===== config.mk =====
export PLATFORM = sky130hd
export DESIGN_NAME = ee_wr_frontend
export DESIGN_NICKNAME = d
export VERILOG_FILES = /design/src/rtl/ee_wr_pkg.sv /design/src/rtl/ee_bus_cond.sv /design/src/rtl/ee_byte_rx.sv /design/src/rtl/ee_wr_ctrl.sv /design/src/rtl/ee_wr_frontend.sv
export SDC_FILE = /design/constraint.sdc
export NUM_CORES = 1
export LEC_CHECK = 0
export BUFFER_PORTS_ARGS = -buffer_cell sky130_fd_sc_hd__buf_4
export CELL_PAD_IN_SITES_DETAIL_PLACEMENT = 0
export CELL_PAD_IN_SITES_GLOBAL_PLACEMENT = 1
export CORE_MARGIN = 1
export CORE_UTILIZATION = 46
export CTS_BUF_LIST = sky130_fd_sc_hd__clkbuf_16
export DETAILED_ROUTE_END_ITERATION = 8
export MAX_ROUTING_LAYER = met4
export PLACE_DENSITY_LB_ADDON = 0.1
export SLEW_MARGIN = 0
export SYNTH_ARGS = -nofsm -noshare
export SYNTH_HDL_FRONTEND = slang
export SYNTH_SLANG_ARGS = --single-unit
export TNS_END_PERCENT = 10

===== constraint.sdc =====
create_clock -name clk -period 3.3 [get_ports clk]
set_clock_uncertainty 0.2 [all_clocks]
set_input_delay 0.33 -clock clk [delete_from_list [all_inputs] [get_ports clk]]
set_output_delay 0.33 -clock clk [all_outputs]
set_load 0.01 [all_outputs]

===== src/rtl/ee_wr_pkg.sv =====
// Shared types for the two-wire EEPROM write front-end.
// Assumes nothing beyond IEEE 1800-2017.
package ee_wr_pkg;
    typedef enum logic [2:0] {
        PH_IDLE,    // not addressed, wait for Start
        PH_DEV,     // receiving device-select byte
        PH_WAH,     // receiving high word-address byte
        PH_WAL,     // receiving low word-address byte
        PH_DATA     // receiving data bytes
    } phase_t;
endpackage


===== src/rtl/ee_bus_cond.sv =====
// Bus condition detector: finds SCL edges and Start/Stop conditions.
// Assumes scl/sda are already synchronised to clk. Idle bus is high.
module ee_bus_cond (
    input  logic clk,
    input  logic rst_n,
    input  logic scl,
    input  logic sda,
    output logic scl_rise,
    output logic scl_fall,
    output logic start_c,
    output logic stop_c
);
    logic scl_q;
    logic sda_q;

    // Remember last line levels; reset to idle-high so no false edge.
    always_ff @(posedge clk) begin
        if (!rst_n) begin
            scl_q <= 1'b1;
            sda_q <= 1'b1;
        end else begin
            scl_q <= scl;
            sda_q <= sda;
        end
    end

    // Decode edges and conditions from previous and current levels.
    always_comb begin
        scl_rise = scl & ~scl_q;
        scl_fall = ~scl & scl_q;
        start_c  = scl & scl_q & sda_q & ~sda;
        stop_c   = scl & scl_q & ~sda_q & sda;
    end
endmodule


===== src/rtl/ee_byte_rx.sv =====
// Byte receiver: shifts in W bits MSB first on rising SCL, then skips
// the acknowledge clock. Assumes abort (Start/Stop) clears the count.
module ee_byte_rx #(
    parameter int W = 8
) (
    input  logic         clk,
    input  logic         rst_n,
    input  logic         scl_rise,
    input  logic         abort,
    input  logic         sda,
    output logic         byte_ok,
    output logic [W-1:0] rx_byte
);
    localparam int CW = $clog2(W + 1);
    localparam logic [CW-1:0] LAST = CW'(W - 1);
    localparam logic [CW-1:0] ACKC = CW'(W);

    logic [CW-1:0] cnt;
    logic [W-1:0]  shreg;

    // Bit counter and shift register; the count W marks the ack clock.
    always_ff @(posedge clk) begin
        if (!rst_n) begin
            cnt   <= '0;
            shreg <= '0;
        end else if (abort) begin
            cnt <= '0;
        end else if (scl_rise) begin
            if (cnt == ACKC) begin
                cnt <= '0;
            end else begin
                shreg <= {shreg[W-2:0], sda};
                cnt   <= cnt + 1'b1;
            end
        end
    end

    // Byte completes on the rising edge of its last bit.
    always_comb begin
        byte_ok = scl_rise && !abort && (cnt == LAST);
        rx_byte = {shreg[W-2:0], sda};
    end

    // Counter never passes the acknowledge slot.
    assert_cnt_bound_R10: assert property (@(posedge clk) disable iff (!rst_n)
        cnt <= ACKC);
    // Completion of a byte is always followed by the ack-clock slot.
    assert_ack_slot_R2: assert property (@(posedge clk) disable iff (!rst_n)
        byte_ok |=> (cnt == ACKC));
endmodule


===== src/rtl/ee_wr_ctrl.sv =====
// Write transaction controller: decides acknowledges, drives the
// pull-low enable, and issues address/data/program strobes.
// Assumes byte_ok and scl_fall never coincide (rise vs fall of SCL).
module ee_wr_ctrl
    import ee_wr_pkg::*;
#(
    parameter logic [3:0] DEV_CODE = 4'b1010,
    parameter int         SEL_W    = 3,
    parameter int         BW       = 8
) (
    input  logic            clk,
    input  logic            rst_n,
    input  logic            scl_fall,
    input  logic            start_c,
    input  logic            stop_c,
    input  logic            byte_ok,
    input  logic [BW-1:0]   rx_byte,
    input  logic [SEL_W-1:0] dev_sel,
    input  logic            busy,
    output logic            sda_pull,
    output logic            addr_stb,
    output logic [2*BW-1:0] word_addr,
    output logic            data_stb,
    output logic [BW-1:0]   data_byte,
    output logic            prog_start
);
    localparam int WA_W = 2 * BW;

    phase_t        phase;
    logic          ack_pend;
    logic          seen_data;
    logic [BW-1:0] wa_hi;
    logic          sel_match;

    // Select byte compare: code, strap bits, write direction.
    always_comb begin
        sel_match = (rx_byte[BW-1:BW-4] == DEV_CODE)
                 && (rx_byte[SEL_W:1] == dev_sel)
                 && !rx_byte[0];
    end

    // Transaction sequencing, acknowledge timing and downstream strobes.
    always_ff @(posedge clk) begin
        if (!rst_n) begin
            phase      <= PH_IDLE;
            ack_pend   <= 1'b0;
            seen_data  <= 1'b0;
            sda_pull   <= 1'b0;
            wa_hi      <= '0;
            word_addr  <= '0;
            data_byte  <= '0;
            addr_stb   <= 1'b0;
            data_stb   <= 1'b0;
            prog_start <= 1'b0;
        end else begin
            addr_stb   <= 1'b0;
            data_stb   <= 1'b0;
            prog_start <= 1'b0;
            if (start_c) begin
                phase     <= PH_DEV;
                ack_pend  <= 1'b0;
                sda_pull  <= 1'b0;
                seen_data <= 1'b0;
            end else if (stop_c) begin
                phase      <= PH_IDLE;
                ack_pend   <= 1'b0;
                sda_pull   <= 1'b0;
                prog_start <= seen_data;
                seen_data  <= 1'b0;
            end else begin
                if (scl_fall) begin
                    if (sda_pull) begin
                        sda_pull <= 1'b0;
                    end else if (ack_pend) begin
                        sda_pull <= 1'b1;
                        ack_pend <= 1'b0;
                    end
                end
                if (byte_ok && phase != PH_IDLE) begin
                    if (busy) begin
                        phase <= PH_IDLE;
                    end else begin
                        case (phase)
                            PH_DEV: begin
                                if (sel_match) begin
                                    ack_pend <= 1'b1;
                                    phase    <= PH_WAH;
                                end else begin
                                    phase <= PH_IDLE;
                                end
                            end
                            PH_WAH: begin
                                wa_hi    <= rx_byte;
                                ack_pend <= 1'b1;
                                phase    <= PH_WAL;
                            end
                            PH_WAL: begin
                                word_addr <= WA_W'({wa_hi, rx_byte});
                                addr_stb  <= 1'b1;
                                ack_pend  <= 1'b1;
                                phase     <= PH_DATA;
                            end
                            PH_DATA: begin
                                data_byte <= rx_byte;
                                data_stb  <= 1'b1;
                                seen_data <= 1'b1;
                                ack_pend  <= 1'b1;
                            end
                            default: phase <= PH_IDLE;
                        endcase
                    end
                end
            end
        end
    end

    // Busy at byte completion never yields an acknowledge.
    assert_busy_nack_R8: assert property (@(posedge clk) disable iff (!rst_n)
        (byte_ok && busy) |=> !ack_pend);
    // A wrong device code drops the block to idle.
    assert_code_nack_R4: assert property (@(posedge clk) disable iff (!rst_n)
        (byte_ok && !start_c && !stop_c && phase == PH_DEV
         && rx_byte[BW-1:BW-4] != DEV_CODE) |=> (phase == PH_IDLE));
    // Pull is released on the falling edge that ends the ack clock.
    assert_release_R9: assert property (@(posedge clk) disable iff (!rst_n)
        (sda_pull && scl_fall && !start_c && !stop_c) |=> !sda_pull);
    // Program pulse only follows a Stop.
    assert_prog_stop_R7: assert property (@(posedge clk) disable iff (!rst_n)
        prog_start |-> $past(stop_c));
    // Data strobes only come in the data phase.
    assert_data_phase_R6: assert property (@(posedge clk) disable iff (!rst_n)
        data_stb |-> (phase == PH_DATA));
endmodule


===== src/rtl/ee_wr_frontend.sv =====
// Top of the two-wire EEPROM slave write front-end.
// Assumes synchronised scl/sda inputs and an external open-drain pad
// that pulls the data line low while sda_pull is high.
module ee_wr_frontend #(
    parameter logic [3:0] DEV_CODE = 4'b1010,
    parameter int         SEL_W    = 3,
    parameter int         BW       = 8
) (
    input  logic              clk,
    input  logic              rst_n,
    input  logic              scl,
    input  logic              sda,
    input  logic [SEL_W-1:0]  dev_sel,
    input  logic              busy,
    output logic              sda_pull,
    output logic              addr_stb,
    output logic [2*BW-1:0]   word_addr,
    output logic              data_stb,
    output logic [BW-1:0]     data_byte,
    output logic              prog_start
);
    logic          scl_rise;
    logic          scl_fall;
    logic          start_c;
    logic          stop_c;
    logic          byte_ok;
    logic [BW-1:0] rx_byte;
    logic          abort;

    assign abort = start_c | stop_c;

    ee_bus_cond u_cond (
        .clk      (clk),
        .rst_n    (rst_n),
        .scl      (scl),
        .sda      (sda),
        .scl_rise (scl_rise),
        .scl_fall (scl_fall),
        .start_c  (start_c),
        .stop_c   (stop_c)
    );

    ee_byte_rx #(.W(BW)) u_rx (
        .clk      (clk),
        .rst_n    (rst_n),
        .scl_rise (scl_rise),
        .abort    (abort),
        .sda      (sda),
        .byte_ok  (byte_ok),
        .rx_byte  (rx_byte)
    );

    ee_wr_ctrl #(.DEV_CODE(DEV_CODE), .SEL_W(SEL_W), .BW(BW)) u_ctrl (
        .clk        (clk),
        .rst_n      (rst_n),
        .scl_fall   (scl_fall),
        .start_c    (start_c),
        .stop_c     (stop_c),
        .byte_ok    (byte_ok),
        .rx_byte    (rx_byte),
        .dev_sel    (dev_sel),
        .busy       (busy),
        .sda_pull   (sda_pull),
        .addr_stb   (addr_stb),
        .word_addr  (word_addr),
        .data_stb   (data_stb),
        .data_byte  (data_byte),
        .prog_start (prog_start)
    );

    // The pull changes only while SCL is low (never forms a condition).
    assert_pull_scl_low_R9: assert property (@(posedge clk) disable iff (!rst_n)
        (sda_pull != $past(sda_pull)) |-> !$past(scl));
endmodule


==> run_results.csv, run 1 <==
group,metric,value,unit
yosys,synth-seq-cells,54,
worst_setup_path,max_stage_delay,0.62,ns
clock_tree,worstSkewPairLatency,0.28,ns
yosys,synth.area.top_cells,"dfxtp_1 49%, mux2i_1 18%, nor2_1 8.0%",
worst_setup_path,cp.required,3.26,ns
global_routing,antenna_found_initial,0,
sta,slew_violations,0,
worst_setup_path,crit_family,"simple AND/OR/NAND/NOR gates",
place,place_congestion,0.751,
place,postPlaceCellArea,2480,µm²
yosys,syn_nets,232,
global_routing,grt_pass1_vias,1412,
pwr,ir_drop,0.341,mV
layout,finalInstanceArea,2620,µm²
layout,layout_common_cells,"54 x dfxtp_1, 47 x nor2_1, 40 x mux2i_1",
worst_setup_path,crit_type,"reg -> reg",
floorplan,initial_core_util,49.2,%
layout,fin_util,58.6,%
worst_setup_path,worstPathMaxFanout,10,
status,outcome,"completed",
yosys,async_flop_share,0,%
clock_tree,post-cts-setup-buffers,0,
layout,fill_cells,424,
routing,wirelength,4140,µm
yosys,syn_inst,222,
pwr,p_per_area,458,nW/µm²
run,cap_violations,0,
sta,fin_crit_sh,65.1,%
sta,setup_tns,0,ns
routing,wire_per_inst,13.5,µm
worst_setup_path,cp-end-kind,"flop",
yosys,synth_edf_count,0,
clock_tree,cts_hold_buf,0,
clock_tree,cts-buffers-inserted,5,
floorplan,core_area,4470,µm²
floorplan,rows,24,
layout,n_antenna_cell,0,
clock_tree,cts_sinks,54,
pwr,power.leakage,1.33,nW
worst_setup_path,r2r_slack,1.15,ns
routing,post-route-drc-count,0,
global_routing,grt_max_degree,44,
worst_setup_path,worstPathCellList,"nor3b_1 -> nand4b_1 -> mux2i_1 -> nor2_1",
layout,multiInputGateArea,1040,µm²
pwr,combPwrFrac,3.6,%
clock_tree,cts_buffer_depth,2,
yosys,synth_area,2200,µm²
layout,fin_nets,264,
sta,fmax,465,MHz
hold_path,worstHoldPathType,"in -> reg",
routing,drt_pass1_iterations,6,
sta,hold_viol,0,
place,io_buffer_count,35,
routing,vias,1610,
routing,drtIter0Drc,103,
worst_setup_path,arrival,2.11,ns
place,dpl.hpwl,2840,µm
layout,seqCellArea,1080,µm²
floorplan,die_h,71.2,µm
sta,setup_viol,0,
layout,drive_above_1_share,20.8,%
pwr,swShare,20.7,%
clock_tree,clock_tree.root_cell,"clkbuf_16",
place,place_inst,299,
layout,syn2layout_area_growth,19.2,%
pwr,switchingPower,0.248,mW
layout,finalNonFillerCells,307,
yosys,ys_warn_count,0,
yosys,syn_avg_cell_area,9.91,µm²
global_routing,grt_overflow,0,
pwr,seq_power_share,54.8,%
yosys,synth.top_cell.area_share,49.1,%
clock_tree,cts-resized-gates,0,
routing,via_per_inst,5.24,
yosys,yosys.cell_types.count,41,
yosys,yosysSeqAreaShare,49.1,%
floorplan,fp.dieW,71.2,µm
sta,fin_crit,2.15,ns
layout,final_common_cell,"dfxtp_1",
yosys,synth_top_area_cell,"dfxtp_1",
worst_setup_path,start_kind,"flop",
sta,max_slew.worst_pin.slew,0.712,ns
worst_setup_path,cpMaxStageDelayCell,"nand4b_1",
yosys,ys.flop_type,"dfxtp_1",
pwr,p_clk_share,41.6,%
clock_tree,htree_levels,2,
worst_setup_path,crit_buf_inv,0,
floorplan,ios,36,
routing,ant_nets,0,
sta,rsz0062_at_grt,"false",
global_routing,grt_usage,17.8,%
pwr,total_power,1.20,mW
sta,max-slew-margin-rel,52.3,%
floorplan,die_area,5070,µm²
pwr,p_int,0.953,mW
clock_tree,clkTransAtPathRegs,0.07,ns
clock_tree,cts_tree,"built",
global_routing,grt_pass1_wl,6800,µm
## path summary, 6_finish.rpt
kind               startpoint  depth (start not counted)                   to
max           u_ctrl.phase[2]                          4  u_ctrl.data_byte[5]
min reg2reg  u_ctrl.seen_data                          2     u_ctrl.seen_data
max reg2reg   u_ctrl.phase[2]                          4  u_ctrl.data_byte[5]
min                     rst_n                          2         u_cond.sda_q
## cells in the mapped netlist (3+ instances only)
cell type,count
dfxtp_1,54
nor2_1,47
mux2i_1,40
nand2_1,7
o21ai_0,7
a21oi_1,6
clkbuf_1,5
nor3_1,5
buf_2,4
nand3_1,4
xor2_1,4
nand2b_1,3
## layer usage
metal	routed length, µm	global-route usage [%]	vias to the layer above	part of all wire (%)
met5	0	-	-	0
met4	45	6.00	0	1.1
met3	131	3.85	4	3.2
met2	1900	26.7	25	46
met1	2060	23.9	750	50
li1	-	-	831	-
## logic make-up after synthesis
group	after synthesis	share of synthesized area (%)
multiplexers	41	18.7
XOR/XNOR	4	1.59
buffers and inverters	15	3.47
adder cells (fa/ha/maj)	2	1.14
AND/OR/NAND/NOR	84	19.6
flip-flops	54	49.1
AO/OA/AOI/OAI	22	6.37
## power groups by stage
stage / Sequential (mW) / Combinational (mW) / Clock, mW
CTS: 0.658 / 0.0439 / 0.517
finish: 0.658 / 0.0435 / 0.499
global route: 0.658 / 0.0482 / 0.538
global placement: 0.673 / 0.0439 / 0
detailed placement: 0.673 / 0.0437 / 0
floorplan: 0.671 / 0.0282 / 0
## state kept, by name (all words and copies together), names as in the netlist
register           cells
u_cond.sda_q           1
u_ctrl.seen_data       1
u_ctrl.ack_pend        1
u_cond.scl_q           1
u_rx.shreg             7
u_ctrl.addr_stb        1
u_ctrl.prog_start      1
u_ctrl.sda_pull        1
u_ctrl.wa_hi           8
u_ctrl.data_byte       8
u_ctrl.data_stb        1
u_ctrl.phase           3
u_rx.cnt               4
u_ctrl.word_addr      16
## worst reg2reg max path, cell delays in order (launching register included)
cell	delay [ns]
dfxtp_1	0.50
nor3b_1	0.30
nand4b_1	0.62
mux2i_1	0.35
nor2_1	0.06
## through the flow
step	setup WS, ns	hold WS (ns)
after floorplan	1.64	0.203
after global placement	1.16	0.248
after detailed placement	1.16	0.253
after CTS	1.14	0.0564
after global routing	0.990	0.0776
final	1.15	0.0628
## cell type report
type                       instances  area share, %
inverter                           3          0.429
multi-input combinational        153           39.8
tap                               52           2.48
sequential                        54           41.2
timing repair buffer              37           10.6
clock buffer                       5           4.77
clock inverter                     3          0.763
(Power assumes the default switching activity.)
==> inputs of run 2 (changes only) <==
ABC_AREA = 1   (was unset)
CORE_UTILIZATION = 36   (was 46)
clock period = 1.8 ns   (was 3.3 ns; I/O delays follow)
==> run 2 against run 1 <==
  * Fmax grew 30%
  * Sequential power is 87% higher
  * Total power is 100% higher
  * First-iteration DRC count shrank 6.8%
  * Synthesized cell count grew 52%
  * Combinational power rose to 2.6 times the previous value
  * Routed wire length rose by 25%
  * Via count up 25%
  * Utilization shrank 12 points
  * Non-clock buffer count up 10
  * Critical path depth rose by 6
  * Largest power group unchanged
==> run_results.csv, run 2 <==
group,metric,value,unit
yosys,ys_warn_count,0,
pwr,power.leakage,1.45,nW
yosys,ys.flop_type,"dfxtp_1",
yosys,synth_edf_count,0,
worst_setup_path,worstPathMaxFanout,33,
pwr,total_power,2.44,mW
clock_tree,clkTransAtPathRegs,0.07,ns
layout,fin_util,46.3,%
yosys,async_flop_share,0,%
worst_setup_path,cp.required,1.79,ns
clock_tree,htree_levels,2,
floorplan,core_area,6390,µm²
global_routing,grt_pass1_vias,1762,
global_routing,use_met2,25.4,%
worst_setup_path,start_kind,"flop",
routing,wirelength,5170,µm
clock_tree,cts_sinks,54,
sta,fin_crit_sh,92.2,%
layout,n_antenna_cell,0,
yosys,synth.top_cell.area_share,45.2,%
sta,max-slew-margin-rel,76.3,%
worst_setup_path,worstPathCellList,"ha_1 -> nand3_1 -> nor2_4 -> nand2_2 -> clkinv_4 -> nand2_2 -> buf_12 -> nand2_1 -> nand2_1 -> nor2_1",
yosys,synth_common_cells,"88 x nand2_1, 57 x nor2_1, 54 x dfxtp_1",
pwr,ir_drop,0.528,mV
sta,fmax,603,MHz
clock_tree,clock_tree.root_cell,"clkbuf_16",
sta,max_slew.worst_pin.slew,0.356,ns
routing,via_per_inst,4.40,
global_routing,grt_pass1_wl,8850,µm
place,place_inst,446,
worst_setup_path,max_stage_delay,0.34,ns
sta,rsz0062_at_grt,"false",
global_routing,use_met3,3.36,%
layout,layout_common_cells,"88 x nand2_1, 57 x nor2_1, 53 x dfxtp_1",
clock_tree,worstSkewPairLatency,0.29,ns
layout,fin_nets,390,
floorplan,rows,29,
clock_tree,cts-buffers-inserted,5,
routing,wire_per_inst,11.3,µm
routing,ant_nets,0,
place,place_congestion,0.839,
floorplan,initial_core_util,37.5,%
yosys,yosys.cell_types.count,26,
global_routing,antenna_found_initial,0,
layout,finalNonFillerCells,458,
clock_tree,cts_buffer_depth,2,
global_routing,grt_overflow,0,
sta,fin_crit,1.66,ns
layout,regMostFlops,"u_ctrl.word_addr",
hold_path,worstHoldPathType,"in -> reg",
global_routing,grt_use_met1,21.7,%
layout,final_common_cell,"nand2_1",
place,io_buffer_count,35,
yosys,synthMostInstantiatedCell,"nand2_1",
place,detailedPlace.worstSlack,0.0284,ns
yosys,synth_area,2390,µm²
global_routing,grt_max_degree,34,
routing,drt_pass1_iterations,4,
clock_tree,cts_tree,"built",
worst_setup_path,arrival,1.65,ns
yosys,syn_inst,337,
floorplan,ios,36,
yosys,yosysSeqAreaShare,45.2,%
floorplan,die_area,6980,µm²
global_routing,grt.busiest_layer,"met2",
place,dpl.hpwl,3510,µm
routing,drtIter0Drc,96,
routing,post-route-drc-count,0,
status,outcome,"completed",
sta,hold_viol,0,
sta,setup_viol,0,
worst_setup_path,crit_type,"reg -> reg",
worst_setup_path,cp-end-kind,"flop",
floorplan,fp.dieW,83.5,µm
sta,finalWorstSetupSlack,0.141,ns
sta,setup_tns,0,ns
floorplan,die_h,83.5,µm
yosys,synth.area.top_cells,"dfxtp_1 45%, nand2_1 14%, nor2_1 8.9%",
global_routing,grt_usage,16.5,%
yosys,syn_avg_cell_area,7.10,µm²
layout,drive_above_1_share,19.9,%
worst_setup_path,cpMaxStageDelayCell,"dfxtp_2",
yosys,synth-seq-cells,54,
pwr,p_per_area,825,nW/µm²
layout,syn2layout_area_growth,23.6,%
layout,reg_top3,"u_ctrl.word_addr x16, u_ctrl.data_byte x8, u_ctrl.wa_hi x8",
yosys,syn_nets,347,
yosys,synth_top_area_cell,"dfxtp_1",
layout,largest_reg_flops,16,
run,cap_violations,0,
routing,vias,2014,
sta,slew_violations,0,
-- run 2: cell count changes after synthesis, moves of 9 or more --
cell     delta
nand2_1    +81
inv_1      +46
mux2i_1    -40
a21oi_1    +14
nor2_1     +10
nor2_2     +10
nand3_1     +9
-- run 2: critical path, delay by kind of cell (launching register included) --
kind                     cells  cell delay [ns]
AND/OR/NAND/NOR              7             0.53
flip-flops                   1             0.34
buffers and inverters        2             0.29
adder cells (fa/ha/maj)      1             0.19
-- run 2: power by group --
part | switching [mW] | total [mW] | internal [mW] | leakage [nW]
Sequential | 0.0194 | 1.23 | 1.21 | 0.437
Combinational | 0.0711 | 0.115 | 0.0435 | 0.933
Clock | 0.441 | 1.10 | 0.657 | 0.0818
-- run 2: final cells by class --
class / count / area, µm²
tap: 77 / 96.3
fill: 697 / 3430
clock inverter: 3 / 42.5
sequential: 54 / 1080
multi-input combinational: 221 / 1040
inverter: 51 / 196
timing repair buffer: 47 / 375
clock buffer: 5 / 125
-- run 2: final timing paths --
path / from / to / slack [ns] / depth (start not counted)
setup / recovery: u_rx.cnt[1] / u_ctrl.word_addr[15] / 0.14 / 10
hold / removal: sda / u_ctrl.data_byte[0] / 0.02 / 3
setup reg to reg: u_rx.cnt[1] / u_ctrl.word_addr[15] / 0.14 / 10
hold reg to reg: u_ctrl.ack_pend / u_ctrl.sda_pull / 0.27 / 2
-- run 2: cell families (layout without fill, tap and decap cells) --
| group | count (synthesis) | after routing | share of synthesized area, % |
|---|---|---|---|
| and+or+nand+nor | 185 | 185 | 34.4 |
| buffers and inverters | 62 | 106 | 11.4 |
| DFF | 54 | 54 | 45.2 |
| AOI/OAI and AO/OA | 33 | 33 | 7.58 |
| adders and majority gates | 2 | 2 | 1.05 |
| xor gates and xnor gates | 1 | 1 | 0.366 |
-- run 2: per-layer routing --
layer / wire [µm] / vias up
met4: 48 / 0
met3: 170 / 4
met5: 0 / -
met1: 2560 / 880
met2: 2390 / 27
li1: - / 1103
-- run 2: stage by stage --
| stage | area [µm²] | hold slack [ns] |
|---|---|---|
| after floorplan | 2390 | 0.0766 |
| after global placement | 2740 | 0.208 |
| after detailed placement | 2740 | 0.211 |
| after CTS | 2950 | 0.0323 |
| after global routing | 2960 | 0.0265 |
| final | 2960 | 0.0248 |
-- run 2: timing repair --
action	CTS	global route
setup buffers	0	0
hold endpoints to repair	5	0
hold buffers	4	0
setup endpoints to repair	0	26
resized for setup	0	4
